**src/rtl/i2c_irq_pkg.sv**
```systemverilog
package i2c_irq_pkg;

    localparam int unsigned NFLAG   = 12;
    localparam int unsigned NSEQ    = 5;
    localparam int unsigned NW0C    = 5;

    localparam int unsigned F_START = 0;
    localparam int unsigned F_ADDR  = 1;
    localparam int unsigned F_HDR10 = 2;
    localparam int unsigned F_STOP  = 3;
    localparam int unsigned F_BYTE  = 4;
    localparam int unsigned F_WAKE  = 5;
    localparam int unsigned F_RXNE  = 6;
    localparam int unsigned F_TXE   = 7;
    localparam int unsigned F_BUS   = 8;
    localparam int unsigned F_ARB   = 9;
    localparam int unsigned F_ACK   = 10;
    localparam int unsigned F_OVR   = 11;

    typedef enum logic [1:0] {
        ACC_DWR  = 2'd0,
        ACC_DRD  = 2'd1,
        ACC_DANY = 2'd2,
        ACC_CWR  = 2'd3
    } second_e;

    typedef enum logic {
        SEQ_IDLE  = 1'b0,
        SEQ_ARMED = 1'b1
    } seq_state_e;

    function automatic second_e seq_kind(input int unsigned idx);
        second_e k;
        unique case (idx)
            F_START: k = ACC_DWR;
            F_ADDR:  k = ACC_DRD;
            F_HDR10: k = ACC_DWR;
            F_STOP:  k = ACC_CWR;
            default: k = ACC_DANY;
        endcase
        return k;
    endfunction

endpackage

```
**src/rtl/i2c_clr_seq.sv**
```systemverilog
module i2c_clr_seq
    import i2c_irq_pkg::*;
#(
    parameter second_e SECOND = ACC_DWR
) (
    input  logic clk,
    input  logic rst_n,
    input  logic en,
    input  logic set,
    input  logic sts_rd,
    input  logic sts_wr,
    input  logic dat_rd,
    input  logic dat_wr,
    input  logic ctl_wr,
    output logic flag_o,
    output logic armed_o
);

    seq_state_e state_q, state_d;
    logic       flag_q, flag_d;
    logic       sec_hit;
    logic       other_acc;

    always_comb begin
        unique case (SECOND)
            ACC_DWR:  sec_hit = dat_wr;
            ACC_DRD:  sec_hit = dat_rd;
            ACC_DANY: sec_hit = dat_rd | dat_wr;
            ACC_CWR:  sec_hit = ctl_wr;
            default:  sec_hit = 1'b0;
        endcase
    end

    assign other_acc = sts_wr | dat_rd | dat_wr | ctl_wr;

    // State register
    always_ff @(posedge clk or negedge rst_n) begin
        if (!rst_n) begin
            state_q <= SEQ_IDLE;
        end else begin
            state_q <= state_d;
        end
    end

    // Next state
    always_comb begin
        state_d = state_q;
        if (!en) begin
            state_d = SEQ_IDLE;
        end else if (sts_rd) begin
            state_d = flag_q ? SEQ_ARMED : SEQ_IDLE;
        end else begin
            unique case (state_q)
                SEQ_IDLE:  state_d = SEQ_IDLE;
                SEQ_ARMED: state_d = other_acc ? SEQ_IDLE : SEQ_ARMED;
                default:   state_d = SEQ_IDLE;
            endcase
        end
    end

    // Output flag
    always_comb begin
        flag_d = flag_q;
        if (!en) begin
            flag_d = 1'b0;
        end else if (set) begin
            flag_d = 1'b1;
        end else if ((state_q == SEQ_ARMED) && sec_hit) begin
            flag_d = 1'b0;
        end
    end

    always_ff @(posedge clk or negedge rst_n) begin
        if (!rst_n) begin
            flag_q <= 1'b0;
        end else begin
            flag_q <= flag_d;
        end
    end

    assign flag_o  = flag_q;
    assign armed_o = (state_q == SEQ_ARMED);

endmodule

```
**src/rtl/i2c_w0c_bank.sv**
```systemverilog
module i2c_w0c_bank #(
    parameter int unsigned W = 5
) (
    input  logic         clk,
    input  logic         rst_n,
    input  logic         en,
    input  logic [W-1:0] set,
    input  logic         wr,
    input  logic [W-1:0] wdata,
    output logic [W-1:0] flags_o
);

    for (genvar gi = 0; gi < W; gi++) begin : g_bit
        logic bit_q;
        always_ff @(posedge clk or negedge rst_n) begin
            if (!rst_n) begin
                bit_q <= 1'b0;
            end else if (!en) begin
                bit_q <= 1'b0;
            end else if (set[gi]) begin
                bit_q <= 1'b1;
            end else if (wr && !wdata[gi]) begin
                bit_q <= 1'b0;
            end
        end
        assign flags_o[gi] = bit_q;
    end

endmodule

```
**src/rtl/i2c_irq_merge.sv**
```systemverilog
module i2c_irq_merge #(
    parameter int unsigned NEVT = 6,
    parameter int unsigned NBUF = 2,
    parameter int unsigned NERR = 4,
    parameter int unsigned WAKE_IDX = 5
) (
    input  logic [NEVT-1:0] evt_flags,
    input  logic [NBUF-1:0] buf_flags,
    input  logic [NERR-1:0] err_flags,
    input  logic            evt_ie,
    input  logic            buf_ie,
    input  logic            err_ie,
    output logic            irq_evt_o,
    output logic            irq_err_o,
    output logic            irq_o,
    output logic            wake_o
);

    logic evt_any, buf_any, err_any;

    assign evt_any   = |evt_flags;
    assign buf_any   = buf_ie & (|buf_flags);
    assign err_any   = |err_flags;

    assign irq_evt_o = evt_ie & (evt_any | buf_any);
    assign irq_err_o = err_ie & err_any;
    assign irq_o     = irq_evt_o | irq_err_o;
    assign wake_o    = evt_ie & evt_flags[WAKE_IDX];

endmodule

```
**src/rtl/i2c_irq_flags.sv**
```systemverilog
module i2c_irq_flags
    import i2c_irq_pkg::*;
(
    input  logic             clk,
    input  logic             rst_n,
    input  logic             en_i,
    input  logic             evt_ie_i,
    input  logic             buf_ie_i,
    input  logic             err_ie_i,
    input  logic [NFLAG-1:0] set_i,
    input  logic             sts_rd_i,
    input  logic             sts_wr_i,
    input  logic [NW0C-1:0]  sts_wdata_i,
    input  logic             dat_rd_i,
    input  logic             dat_wr_i,
    input  logic             ctl_wr_i,
    output logic [NFLAG-1:0] flags_o,
    output logic             master_o,
    output logic             irq_evt_o,
    output logic             irq_err_o,
    output logic             irq_o,
    output logic             halt_wake_o
);

    logic [NSEQ-1:0] seq_flags;
    logic [NSEQ-1:0] seq_armed;
    logic [NW0C-1:0] w0c_set;
    logic [NW0C-1:0] w0c_flags;
    logic            rxne_q, txe_q, master_q;

    // Two-access clear flags occupy bits 0..NSEQ-1
    for (genvar gi = 0; gi < NSEQ; gi++) begin : g_seq
        i2c_clr_seq #(
            .SECOND (seq_kind(gi))
        ) u_seq (
            .clk     (clk),
            .rst_n   (rst_n),
            .en      (en_i),
            .set     (set_i[gi]),
            .sts_rd  (sts_rd_i),
            .sts_wr  (sts_wr_i),
            .dat_rd  (dat_rd_i),
            .dat_wr  (dat_wr_i),
            .ctl_wr  (ctl_wr_i),
            .flag_o  (seq_flags[gi]),
            .armed_o (seq_armed[gi])
        );
    end

    // Write-zero clear flags: wake and the four errors
    assign w0c_set = {set_i[F_OVR], set_i[F_ACK], set_i[F_ARB], set_i[F_BUS], set_i[F_WAKE]};

    i2c_w0c_bank #(
        .W (NW0C)
    ) u_w0c (
        .clk     (clk),
        .rst_n   (rst_n),
        .en      (en_i),
        .set     (w0c_set),
        .wr      (sts_wr_i),
        .wdata   (sts_wdata_i),
        .flags_o (w0c_flags)
    );

    // Buffer flags
    always_ff @(posedge clk or negedge rst_n) begin
        if (!rst_n) begin
            rxne_q <= 1'b0;
            txe_q  <= 1'b0;
        end else if (!en_i) begin
            rxne_q <= 1'b0;
            txe_q  <= 1'b0;
        end else begin
            if (set_i[F_RXNE])     rxne_q <= 1'b1;
            else if (dat_rd_i)     rxne_q <= 1'b0;
            if (set_i[F_TXE])      txe_q  <= 1'b1;
            else if (dat_wr_i)     txe_q  <= 1'b0;
        end
    end

    // Master-mode status
    always_ff @(posedge clk or negedge rst_n) begin
        if (!rst_n) begin
            master_q <= 1'b0;
        end else if (!en_i || set_i[F_ARB]) begin
            master_q <= 1'b0;
        end else if (set_i[F_START]) begin
            master_q <= 1'b1;
        end
    end

    always_comb begin
        flags_o          = '0;
        flags_o[NSEQ-1:0] = seq_flags;
        flags_o[F_WAKE]  = w0c_flags[0];
        flags_o[F_RXNE]  = rxne_q;
        flags_o[F_TXE]   = txe_q;
        flags_o[F_BUS]   = w0c_flags[1];
        flags_o[F_ARB]   = w0c_flags[2];
        flags_o[F_ACK]   = w0c_flags[3];
        flags_o[F_OVR]   = w0c_flags[4];
    end

    assign master_o = master_q;

    i2c_irq_merge #(
        .NEVT     (6),
        .NBUF     (2),
        .NERR     (4),
        .WAKE_IDX (F_WAKE)
    ) u_merge (
        .evt_flags (flags_o[F_WAKE:F_START]),
        .buf_flags (flags_o[F_TXE:F_RXNE]),
        .err_flags (flags_o[F_OVR:F_BUS]),
        .evt_ie    (evt_ie_i),
        .buf_ie    (buf_ie_i),
        .err_ie    (err_ie_i),
        .irq_evt_o (irq_evt_o),
        .irq_err_o (irq_err_o),
        .irq_o     (irq_o),
        .wake_o    (halt_wake_o)
    );

endmodule

```
**config.mk**
```make
export PLATFORM = sky130hd
export DESIGN_NAME = i2c_irq_flags
export DESIGN_NICKNAME = d
export VERILOG_FILES = /design/src/rtl/i2c_irq_pkg.sv /design/src/rtl/i2c_clr_seq.sv /design/src/rtl/i2c_w0c_bank.sv /design/src/rtl/i2c_irq_merge.sv /design/src/rtl/i2c_irq_flags.sv
export SDC_FILE = /design/constraint.sdc
export NUM_CORES = 1
export LEC_CHECK = 0
export BUFFER_PORTS_ARGS = -buffer_cell sky130_fd_sc_hd__buf_2
export CELL_PAD_IN_SITES_DETAIL_PLACEMENT = 0
export CELL_PAD_IN_SITES_GLOBAL_PLACEMENT = 1
export CORE_AREA = 5 5 62 64
export CTS_CLUSTER_SIZE = 8
export DETAILED_ROUTE_END_ITERATION = 7
export DIE_AREA = 0 0 67 69
export GPL_TIMING_DRIVEN = 0
export PLACE_DENSITY_LB_ADDON = 0.1
export REMOVE_ABC_BUFFERS = 1
export SYNTH_ARGS = -nofsm -noshare
export SYNTH_HDL_FRONTEND = slang
export SYNTH_SLANG_ARGS = --single-unit
```
**constraint.sdc**
```tcl
create_clock -name clk -period 1 [get_ports clk]
set_clock_uncertainty 0.05 [all_clocks]
set_input_delay 0.2 -clock clk [delete_from_list [all_inputs] [get_ports clk]]
set_output_delay 0.2 -clock clk [all_outputs]
set_load 0.05 [all_outputs]
```
; ---- Word-level counts from Yosys, hierarchy flattened
; Cells that the tools add are included.
[word_totals]
register_bits = 18
inputBits = 28
output_inout_bits = 17
elab_cells = 125
[classes]
n_bitwise = 15
n_eq_ne = 12
n_mux = 59
n_reduce_logical = 21
[ops]
columns = cell, count
row1 = 2-to-1 mux 1 bit, 54
row2 = != test 3 x 1 -> 1 bit (second input constant), 12
row3 = logical AND 1 bit, 10
row4 = case mux 1 bit (2 select lines), 5
row5 = zero test 1 bit, 6
row6 = OR 1 bit, 6
row7 = OR reduction 6 bit, 1
row8 = NOT 1 bit, 5
row9 = AND 1 bit, 4
row10 = OR reduction 4 bit, 1
row11 = nonzero test 2 bit, 1
row12 = OR reduction 2 bit, 1
row13 = logical OR 1 bit, 1

; ---- Depth between registers and ports, before layout
; Gate-level depths: netlist (run 1).
[logic_depth]
word_depth = 7
ltp_mapped = 3
depth_no_buf = 3

; ---- Modules after synthesis
; A second synthesis (run 1) with hierarchy kept.
[hier_totals]
hier_cells = 81
hier_area_um2 = 954.7
[by_module_without_submodules]
columns = mod, seq_area_each_um2, n_inst, area_each_um2, cells_each
row1 = i2c_clr_seq at g_seq[0].u_seq ..., 50.0, 4, 92.6, 7
row2 = i2c_w0c_bank, 125.1, 1, 269.0, 25
row3 = i2c_irq_flags, 75.1, 1, 148.9, 11
row4 = i2c_clr_seq at g_seq[4].u_seq, 50.0, 1, 100.1, 9
row5 = i2c_irq_merge, 0.0, 1, 66.3, 8

; ---- Worst setup path after synthesis (run 1)
; No wires, ideal clock.
[synth_path]
path_type = reg2out
start = reg g_seq[2].u_seq.flag_q
end = out irq_o
path_stages_with_launch = 3
path_slack_ps = -509
t_arrival_ps = 1259
n_path_buf = 0
path_cell_list = dfrtp_1 > o41ai_1 > nand3_1
[synth_via]
elab_chain_cells = 4
[synth_lines]
columns = element, line
row1 = "start, declared", i2c_clr_seq.sv:20  ; logic flag_q, flag_d;
row2 = "start signal, assigned", i2c_clr_seq.sv:77  ; flag_q <= flag_d;
row3 = OR reduction 6 bit, i2c_irq_merge.sv:21  ; assign evt_any = |evt_flags;
row4 = OR 1 bit, i2c_irq_merge.sv:25  ; assign irq_evt_o = evt_ie & (evt_any | buf_any);
row5 = AND 1 bit, i2c_irq_merge.sv:25
row6 = OR 1 bit, i2c_irq_merge.sv:27  ; assign irq_o = irq_evt_o | irq_err_o;
row7 = "end, declared", i2c_irq_flags.sv:21  ; output logic irq_o,
; No other way between the ends.

; ---- Final worst setup path (run 1)
[layout_path]
start = reg txe_q
end = out irq_o
[layout_via]
elab_chain_cells = 5
[layout_lines]
columns = element, line
row1 = "start, declared", i2c_irq_flags.sv:29  ; logic rxne_q, txe_q, master_q;
row2 = "start signal, assigned", i2c_irq_flags.sv:69  ; txe_q <= 1'b0;
row3 = "start signal, assigned", i2c_irq_flags.sv:72  ; txe_q <= 1'b0;
row4 = "start signal, assigned", i2c_irq_flags.sv:76  ; if (set_i[F_TXE]) txe_q <= 1'b1;
row5 = OR reduction 2 bit, i2c_irq_merge.sv:22  ; assign buf_any = buf_ie & (|buf_flags);
row6 = AND 1 bit, i2c_irq_merge.sv:22
row7 = OR 1 bit, i2c_irq_merge.sv:25
row8 = AND 1 bit, i2c_irq_merge.sv:25
row9 = OR 1 bit, i2c_irq_merge.sv:27
; No other way between the ends.

==> impl_metrics.yaml, run 1 <==
place:
  hpwl_um: 1670
  gp_congestion: 0.681
  portBuffers: 44
  post-place-ws_ns: -0.524
  dp_cells: 164
power:
  powerDensity_mw_per_mm2: 1310
  internal_power_w: 0.00112
  p_seq_share_pct: 48.4
  clkPwrFrac_pct: 21.3
  p_sw_share_pct: 33.9
  power_w: 0.00169
  peakVddDrop_v: 0.000527
  combPwrFrac_pct: 30.3
  p_leak_nw: 0.593
  p_sw_w: 0.000575
finish:
  diodes: 0
  nets: 155
  syn_to_final_growth_pct: 44.2
  n_fill_cell: 333
  drive_gt1_share_pct: 48.0
  final_cells: 171
synthesis:
  synthMuxAreaShare_pct: 0
  synth_area_um2: 897
  synth_seq_cells: 18
  ys_seq_area_share_pct: 50.2
  synth_top_family_by_area: "simple AND/OR/NAND/NOR gates"
  netlist_instances: 87
  synthAdderAreaFrac_pct: 0
  synth_cell_types: 19
  synth_compound_area_share_pct: 16.3
  yosys.area_share.xor_xnor_pct: 0
  postSynthAreaPerCell_um2: 10.3
  synth_warnings: 0
  synth_simple_gate_area_share_pct: 22.5
sta:
  fmax_mhz: 596
  tns_ns: -4.46
  hold_viol: 0
  drv_slew: 0
  rsz0062_at_grt: "true"
  relSlewSlack_pct: 72.5
  finalCritPeriodShare_pct: 168
  fin_crit_ns: 1.68
  setup_violations: 17
  fin_ws_ns: -0.678
  worst_pin_slew_ns: 0.412
route:
  num_vias: 741
  drt_first_pass_iters: 4
  viasPerCell: 4.33
  wire_per_inst_um: 13.6
  drtAntennaViolNets: 0
  drcViolationCount: 0
  finalWirelength_um: 2330
  drt_iter0_markers: 38
floorplanning:
  die_area_mm2: 0.00462
  fp.dieW_um: 67
  num_rows: 21
  io_pins: 45
  die_y_um: 69
  start_util_pct: 27.8
  core_mm2: 0.00323
critical_path:
  startpoint_type: "flop"
  crit_required_ns: 0.75
  worst_ep_arrival_time_ns: 1.43
  cp_max_fo: 3
  end_kind: "output pin"
  crit_type: "reg2out"
global_routing:
  grt_pass1_vias: 835
  grt.total_usage_pct: 11.2
  grt_max_degree: 19
  antenna_found_initial: 0
  grt_overflow_total: 0
  grt_pass1_wl_um: 3950
clocking:
  clkTransAtPathRegs_ns: 0.10
  cts_buffers: 3
  clk_latency_ns: 0.29
  root_buffer: "clkbuf_4"
  cts_buffer_depth: 2
  cts_tree: "yes"
  cts_sinks: 18
  cts_max_level: 1
hold_path:
  worstHoldPathType: "in2reg"
run_status:
  violations: "setup timing"
  status: "finished, violations left"
run:
  max_cap_violations: 0
==> cell usage in the layout (no fill, tap or decap), types with 3 or more instances in the layout <==
| cell | n |
|---|---|
| buf_2 | 28 |
| nor2b_1 | 17 |
| buf_6 | 17 |
| dfrtp_1 | 14 |
| a21oi_1 | 10 |
| a32oi_1 | 5 |
| nand2_1 | 5 |
| nand2b_1 | 5 |
| dfrtp_2 | 4 |
| o21a_1 | 3 |
| clkbuf_4 | 3 |
==> cells by family after synthesis <==
| kind of cell | count (synthesis) |
|---|---|
| flip-flops | 18 |
| buffers and inverters | 14 |
| AND/OR/NAND/NOR | 33 |
| AO/OA/AOI/OAI | 22 |
==> area by class of cell <==
| cell class | instances | area (um2) | area share [%] |
|---|---|---|---|
| Multi-Input combinational cell | 55 | 390 | 30.2 |
| Inverter | 1 | 3.75 | 0.290 |
| Clock buffer | 3 | 22.5 | 1.74 |
| Tap cell | 46 | 57.6 | 4.45 |
| Sequential cell | 18 | 455 | 35.2 |
| Timing Repair Buffer | 48 | 364 | 28.1 |
==> layer usage <==
metal  part of all wire (%)  vias up  global-route usage (%)
li1                       -      365                       -
met1                     43      343                    14.0
met2                     49       31                    17.1
met3                    7.9        2                    3.25
met4                   0.56        0                    5.41
met5                      0        -                       0
==> worst max-delay path, stage by stage, from the launching register on <==
cell and delay, ns:
dfrtp_1 0.41, o21a_1 0.22, o31ai_4 0.21, nand3_1 0.12
buf_6 0.18
==> cell usage after synthesis, drive strengths merged <==
cell,n,area share [%]
nand2b,5,3.5
a21oi,10,5.6
a32oi,5,4.9
o41ai,2,2.0
nand2,5,2.1
and2,1,0.70
o21ai,1,0.56
o31ai,1,0.84
nor3b,1,0.84
nor2b,17,12
nor2,2,1.1
nor3,1,1.8
dfrtp,18,50
buf,13,11
inv,1,0.42
nand3,1,0.56
o21a,3,2.5
==> state kept, by name, summed over array words and instances, names as in the netlist <==
register and count:
g_seq.u_seq.armed_o 5, g_seq.u_seq.flag_o 5, u_w0c.g_bit.bit_q 5, master_o 1, rxne_q 1, txe_q 1
==> final timing paths <==
check,start,endpoint,slack [ns],cells past startpoint
max in group asynchronous,rst_n,u_w0c.g_bit[0].bit_q,0.27,2
setup reg to reg,g_seq[0].u_seq.flag_o,g_seq[0].u_seq.armed_o,0.05,3
min in group asynchronous,rst_n,txe_q,0.32,2
hold / removal,set_i[9],master_o,0.02,2
setup / recovery,txe_q,irq_o,-0.68,4
hold reg to reg,g_seq[4].u_seq.armed_o,g_seq[4].u_seq.armed_o,0.52,2
==> per-stage QoR <==
| step | hold WS [ns] | util [%] | area, um2 |
|---|---|---|---|
| finish | 0.0212 | 40.0 | 1290 |
| global route | 0.00846 | 40.0 | 1290 |
| CTS | 0.00238 | 39.3 | 1270 |
| detailed placement | 0.118 | 33.4 | 1080 |
| global placement | 0.117 | 33.4 | 1080 |
| floorplan | -0.146 | - | 802 |
==> power by group through the flow <==
stage | logic, W | registers (W) | clock network (W)
final | 0.000513 | 0.000821 | 0.000361
after global routing | 0.000550 | 0.000829 | 0.000416
after CTS | 0.000511 | 0.000816 | 0.000397
after detailed placement | 0.000416 | 0.000820 | 0
after global placement | 0.000415 | 0.000819 | 0
after floorplan | 0.000136 | 0.000935 | 0
==> timing repair <==
| action | in CTS | in global routing |
|---|---|---|
| resized for setup | 39 | 6 |
| hold buffers | 1 | 0 |
| hold endpoints to repair | 18 | 0 |
| buffers inserted | 3 | 0 |
| pin swaps | 2 | 0 |
| endpoints found under the setup margin | 17 | 17 |
No activity file was read; power rests on OpenSTA's default activity.
==> run 2: changes to the inputs <==
==> constraint.sdc (replaced) <==
create_clock -name clk -period 1 [get_ports clk]
set_clock_uncertainty 0.05 [all_clocks]
set_input_delay 0.05 -clock clk [delete_from_list [all_inputs] [get_ports clk]]
set_output_delay 0.05 -clock clk [all_outputs]
set_load 0.05 [all_outputs]
==> run 2 against run 1 <==
Compared with the run above: the flow still finishes with violations (setup timing); cell count is 8.2% higher; via count increased by 6.1%; register-to-register slack hardly changed; non-clock buffer count is 14 higher; clock-buffer cell count is the same; total power increased by 2.7%; highest routed layer unchanged; sequential power about the same.
==> impl_metrics.yaml, run 2 (synthesis results as in run 1) <==
critical_path:
  crit_type: "reg2out"
  crit_chain: "o21a_1 > o31ai_4 > nand3_1 > buf_6"
  slowest_stage: "dfrtp_1"
  slowest_delay_ns: 0.41
  crit_required_ns: 0.90
  cp_max_fo: 3
  cp_top_family: "compound AO/OA/AOI/OAI gates"
  r2r_slack_ns: 0.04
  worst_ep_arrival_time_ns: 1.42
  end_kind: "output pin"
  r2r-end: "g_seq[1].u_seq.armed_o"
  reg2reg_from: "g_seq[1].u_seq.flag_o"
  critPathBufInv: 1
  rr_worst_depth: 3
  startpoint_type: "flop"
global_routing:
  grt_util_met2_pct: 17.6
  grt_max_degree: 19
  antenna_found_initial: 0
  grt_overflow_total: 0
  grt_pass1_wl_um: 4080
  grt.total_usage_pct: 11.5
  gr-usage-met3_pct: 3.25
  grt_busiest_layer: "met2"
  grt_pass1_vias: 882
  use_met1_pct: 14.6
clocking:
  clkTransAtPathRegs_ns: 0.10
  cts_tree: "yes"
  cts_buffers: 3
  clk_latency_ns: 0.29
  cts_sinks: 18
  cts_buffer_depth: 2
  cts_max_level: 1
  root_buffer: "clkbuf_4"
run_status:
  violations: "setup timing"
  status: "finished, violations left"
sta:
  relSlewSlack_pct: 72.5
  drv_slew: 0
  fin_ws_ns: -0.523
  setup_violations: 12
  fin_crit_ns: 1.52
  rsz0062_at_grt: "true"
  worst_pin_slew_ns: 0.413
  fmax_mhz: 657
  finalCritPeriodShare_pct: 152
  hold_viol: 0
  hold_ws_ns: 0.0471
finish:
  regArea_um2: 455
  diodes: 0
  final_common_cell: "buf_2"
  drive_gt1_share_pct: 45.3
  syn_to_final_growth_pct: 60.5
  multi_input_area_um2: 398
  n_fill_cell: 313
  final_core_util_pct: 44.6
  nets: 169
  mostFrequentLayoutCells: "buf_2, nor2b_1, buf_6"
place:
  portBuffers: 44
  hpwl_um: 1670
  post-place-ws_ns: -0.374
  gp_congestion: 0.681
floorplanning:
  num_rows: 21
  die_area_mm2: 0.00462
  die_y_um: 69
  fp.dieW_um: 67
  io_pins: 45
  start_util_pct: 27.8
  core_mm2: 0.00323
hold_path:
  whs_path_depth: 4
  worst_hold_path.endpoint: "u_w0c.g_bit[2].bit_q"
  holdCritStartpoint: "sts_wdata_i[2]"
  worstHoldPathType: "in2reg"
power:
  combPwrFrac_pct: 32.2
  p_sw_share_pct: 33.4
  p_sw_w: 0.000580
  clkPwrFrac_pct: 20.6
  p_leak_nw: 0.658
  internal_power_w: 0.00116
  powerDensity_mw_per_mm2: 1210
  peakVddDrop_v: 0.000522
  p_seq_share_pct: 47.2
run:
  max_cap_violations: 0
route:
  finalWirelength_um: 2410
  drt_first_pass_iters: 4
  wire_per_inst_um: 13.0
  viasPerCell: 4.25
  num_vias: 786
  drt_iter0_markers: 31
  drtAntennaViolNets: 0
  drcViolationCount: 0
==> run 2: cell count changes in the layout (fill, tap and decap cells not counted) <==
cell | previous run | this run
a32oi_1 | 5 | 4
buf_8 | 1 | 2
buf_6 | 17 | 16
buf_4 | 1 | 3
dlygate4sd3_1 | 1 | 13
a32oi_2 | 0 | 1
==> run 2: routing by layer <==
metal / part of all wire, % / wire [um] / vias to the layer above
met5: 0 / 0 / -
li1: - / - / 392
met3: 7.0 / 168 / 2
met4: 0.54 / 13 / 0
met1: 43 / 1040 / 365
met2: 49 / 1180 / 27
==> run 2: final cells by class <==
cell class / instances / share of cell area [%]
clock buffers: 3 / 1.56
inverters: 1 / 0.261
multi-input cells: 55 / 27.6
flip-flops and latches: 18 / 31.6
well taps: 46 / 4.00
repair buffers: 62 / 34.9
==> run 2: power by group through the flow <==
stage	Sequential, W	Clock, W	Combinational (W)
3_5_place_dp	0.000820	0	0.000416
5_1_grt	0.000829	0.000416	0.000600
3_3_place_gp	0.000819	0	0.000415
4_1_cts	0.000815	0.000397	0.000545
2_1_floorplan	0.000935	0	0.000136
6_report	0.000821	0.000358	0.000561
==> run 2: worst reg2reg max path: cells and delay by family (launching register included) <==
| family | cells | cell delay [ns] |
|---|---|---|
| and+or+nand+nor | 1 | 0.07 |
| DFF | 1 | 0.46 |
| buffers and inverters | 1 | 0.15 |
| AOI/OAI and AO/OA | 1 | 0.14 |
==> run 2: metrics by stage <==
stage                     power (W)  std cells  setup TNS [ns]  cell area, um2
after floorplan             0.00107         74           -1.97             802
after global placement      0.00123        164          -0.919            1080
after detailed placement    0.00124        164          -0.952            1080
after CTS                   0.00176        183           -2.45            1390
after global routing        0.00184        185           -2.88            1440
final                       0.00174        185           -1.99            1440
==> run 2: repair_timing <==
item / CTS / global route
setup endpoints to repair: 17 / 17
endpoints found under the hold margin: 31 / 0
hold buffers: 13 / 0
buffers inserted: 3 / 2
pin swaps: 2 / 0
resized for setup: 38 / 9
==> run 2: how the worst max path moves through the flow <==
stage | from | cells after the start | endpoint
floorplan | g_seq[2].u_seq.flag_o | 2 | irq_o
global placement | txe_q | 4 | irq_o
detailed placement | txe_q | 4 | irq_o
CTS | g_seq[4].u_seq.flag_o | 3 | irq_o
global route | txe_q | 4 | irq_o
finish | txe_q | 4 | irq_o
==> run 3: changes to the inputs <==
--- a/config.mk
+++ b/config.mk
@@ -8,13 +8,14 @@
 export BUFFER_PORTS_ARGS = -buffer_cell sky130_fd_sc_hd__buf_2
 export CELL_PAD_IN_SITES_DETAIL_PLACEMENT = 0
 export CELL_PAD_IN_SITES_GLOBAL_PLACEMENT = 1
-export CORE_AREA = 5 5 62 64
+export CORE_AREA = 5 5 63 65
 export CTS_CLUSTER_SIZE = 8
 export DETAILED_ROUTE_END_ITERATION = 7
-export DIE_AREA = 0 0 67 69
+export DIE_AREA = 0 0 68 70
 export GPL_TIMING_DRIVEN = 0
 export PLACE_DENSITY_LB_ADDON = 0.1
 export REMOVE_ABC_BUFFERS = 1
 export SYNTH_ARGS = -nofsm -noshare
 export SYNTH_HDL_FRONTEND = slang
+export SYNTH_HIERARCHICAL = 1
 export SYNTH_SLANG_ARGS = --single-unit
==> run 3 against run 2 <==
Compared with the run above: the run still ends with setup timing left; critical endpoint unchanged; largest power group unchanged; critical path depth is 1 lower; sequential power fell by 0.6%; worst setup slack got worse by 0.048 ns.
==> impl_metrics.yaml, run 3 <==
route:
  num_vias: 896
  viasPerCell: 4.62
  wire_per_inst_um: 14.3
  drt_first_pass_iters: 3
  drt_iter0_markers: 48
  finalWirelength_um: 2770
  drcViolationCount: 0
  drtAntennaViolNets: 0
sta:
  fmax_mhz: 637
  relSlewSlack_pct: 71.1
  hold_viol: 0
  setup_violations: 15
  worst_pin_slew_ns: 0.433
  fin_ws_ns: -0.571
  tns_ns: -2.85
  finalCritPeriodShare_pct: 157
  fin_crit_ns: 1.57
  drv_slew: 0
  rsz0062_at_grt: "true"
place:
  portBuffers: 44
  post-place-ws_ns: -0.320
  hpwl_um: 1830
  gp_congestion: 0.658
clocking:
  clkTransAtPathRegs_ns: 0.10
  cts_sinks: 18
  root_buffer: "clkbuf_4"
  cts_tree: "yes"
  clk_latency_ns: 0.29
  cts_buffers: 3
  cts_max_level: 1
  cts_buffer_depth: 2
synthesis:
  synth_area_um2: 955
  synth_cell_types: 21
  synth_top_area_cell: "dfrtp_1"
  yosysMostFrequentCell: "dfrtp_1"
  postSynthAreaPerCell_um2: 11.8
  ys_seq_area_share_pct: 47.2
  synth-edff-count: 0
  synth_seq_cells: 18
  synth_top_flop_cell: "dfrtp_1"
  synthTopCellsByCount: "dfrtp_1, buf_4, o21ai_0"
  async_flop_share_pct: 100
  synth_top_area_share_pct: 47.2
  ys_top_cells_by_area: "dfrtp_1, nor3b_2, buf_4, and4bb_1, o21a_1"
  synth_warnings: 6
  netlist_instances: 81
finish:
  multi_input_area_um2: 473
  nets: 178
  drive_gt1_share_pct: 47.3
  diodes: 0
  final_common_cell: "buf_2"
  regArea_um2: 452
  mostFrequentLayoutCells: "buf_2, dlygate4sd3_1, dfrtp_1"
  n_fill_cell: 299
  syn_to_final_growth_pct: 70.1
  final_core_util_pct: 49.4
power:
  powerDensity_mw_per_mm2: 1130
  peakVddDrop_v: 0.000558
  p_leak_nw: 0.751
critical_path:
  slowest_delay_ns: 0.43
  end_kind: "output pin"
  rr_worst_depth: 3
  crit_type: "reg2out"
  startpoint_type: "flop"
  r2r-end: "g_seq[0].u_seq/flag_o"
  reg2reg_from: "g_seq[0].u_seq/flag_o"
  critPathBufInv: 1
  slowest_stage: "dfrtp_1"
  cp_max_fo: 2
  cp_top_family: "flip-flops"
  worst_ep_arrival_time_ns: 1.47
  crit_required_ns: 0.90
  r2r_slack_ns: -0.02
  crit_chain: "o41ai_4 > nand4_1 > buf_6"
  cp.depth: 3
floorplanning:
  die_y_um: 70
  io_pins: 45
  die_area_mm2: 0.00476
  num_rows: 21
  start_util_pct: 29.1
  fp.dieW_um: 68
  core_mm2: 0.00328
global_routing:
  grt_max_degree: 24
  grt.total_usage_pct: 12.2
  antenna_found_initial: 0
  grt_pass1_wl_um: 4380
  grt_overflow_total: 0
  grt_pass1_vias: 916
run_status:
  violations: "setup timing"
  status: "finished, violations left"
hold_path:
  worstHoldPathType: "in2reg"
  whs_path_depth: 2
  holdCritStartpoint: "sts_rd_i"
  worst_hold_path.endpoint: "g_seq[4].u_seq/armed_o"
run:
  max_cap_violations: 0
-- run 3: metal layers --
| metal | up-vias | GRT usage, % | wire length (um) |
|---|---|---|---|
| met4 | 0 | 4.64 | 19 |
| li1 | 440 | - | - |
| met2 | 25 | 22.2 | 1460 |
| met5 | - | 0 | 0 |
| met3 | 2 | 2.24 | 128 |
| met1 | 429 | 13.5 | 1160 |
-- run 3: how the worst max path moves through the flow --
| stage | startpoint | end | slack, ns |
|---|---|---|---|
| 3_3_place_gp | u_w0c/g_bit[2].bit_q | irq_o | -0.32 |
| 6_report | g_seq[0].u_seq/flag_o | irq_o | -0.57 |
| 5_1_grt | g_seq[0].u_seq/flag_o | irq_o | -0.61 |
| 2_1_floorplan | g_seq[0].u_seq/flag_o | irq_o | -0.61 |
| 4_1_cts | u_w0c/g_bit[3].bit_q | irq_o | -0.58 |
| 3_5_place_dp | u_w0c/g_bit[2].bit_q | irq_o | -0.32 |
-- run 3: kinds of logic after synthesis --
group / Yosys count / share of synthesized area, %
simple gates: 28 / 24.6
compound gates: 26 / 21.9
buf+inv: 9 / 6.29
flops: 18 / 47.2
-- run 3: what timing repair did --
action                                  in CTS  in global routing
buffers inserted                             7                  4
pin swaps                                    2                  4
endpoints found under the hold margin       31                  0
endpoints found under the setup margin      17                 21
hold buffers                                18                  0
gates resized for setup                     44                 11
-- run 3: cell type report --
class,instances,area share [%]
Inverter,2,0.462
Clock buffer,3,1.39
Multi-Input combinational cell,54,29.1
Timing Repair Buffer,71,37.7
Tap cell,46,3.54
Sequential cell,18,27.8
-- run 3: worst register-to-register path, cell delays in order, from the launching register on --
cell and delay [ns]:
dfrtp_1 0.43, buf_6 0.14, a21boi_1 0.13, o21a_1 0.17
-- run 3: report_power, final --
group          switching [W]  leakage, nW  internal (W)
Combinational       0.000355        0.505      0.000308
Sequential         0.0000457        0.232      0.000771
Clock               0.000219       0.0138      0.000140
Total               0.000619        0.751       0.00122
-- run 3: through the flow --
stage                     cells  instance area, um2  total power [W]  hold slack (ns)
after CTS                   192                1580          0.00184          0.00159
after detailed placement    164                1180          0.00128          -0.0274
after floorplan              74                 902          0.00109           -0.296
after global routing        194                1620          0.00194           0.0220
after global placement      164                1180          0.00128          -0.0300
final                       194                1620          0.00184           0.0144
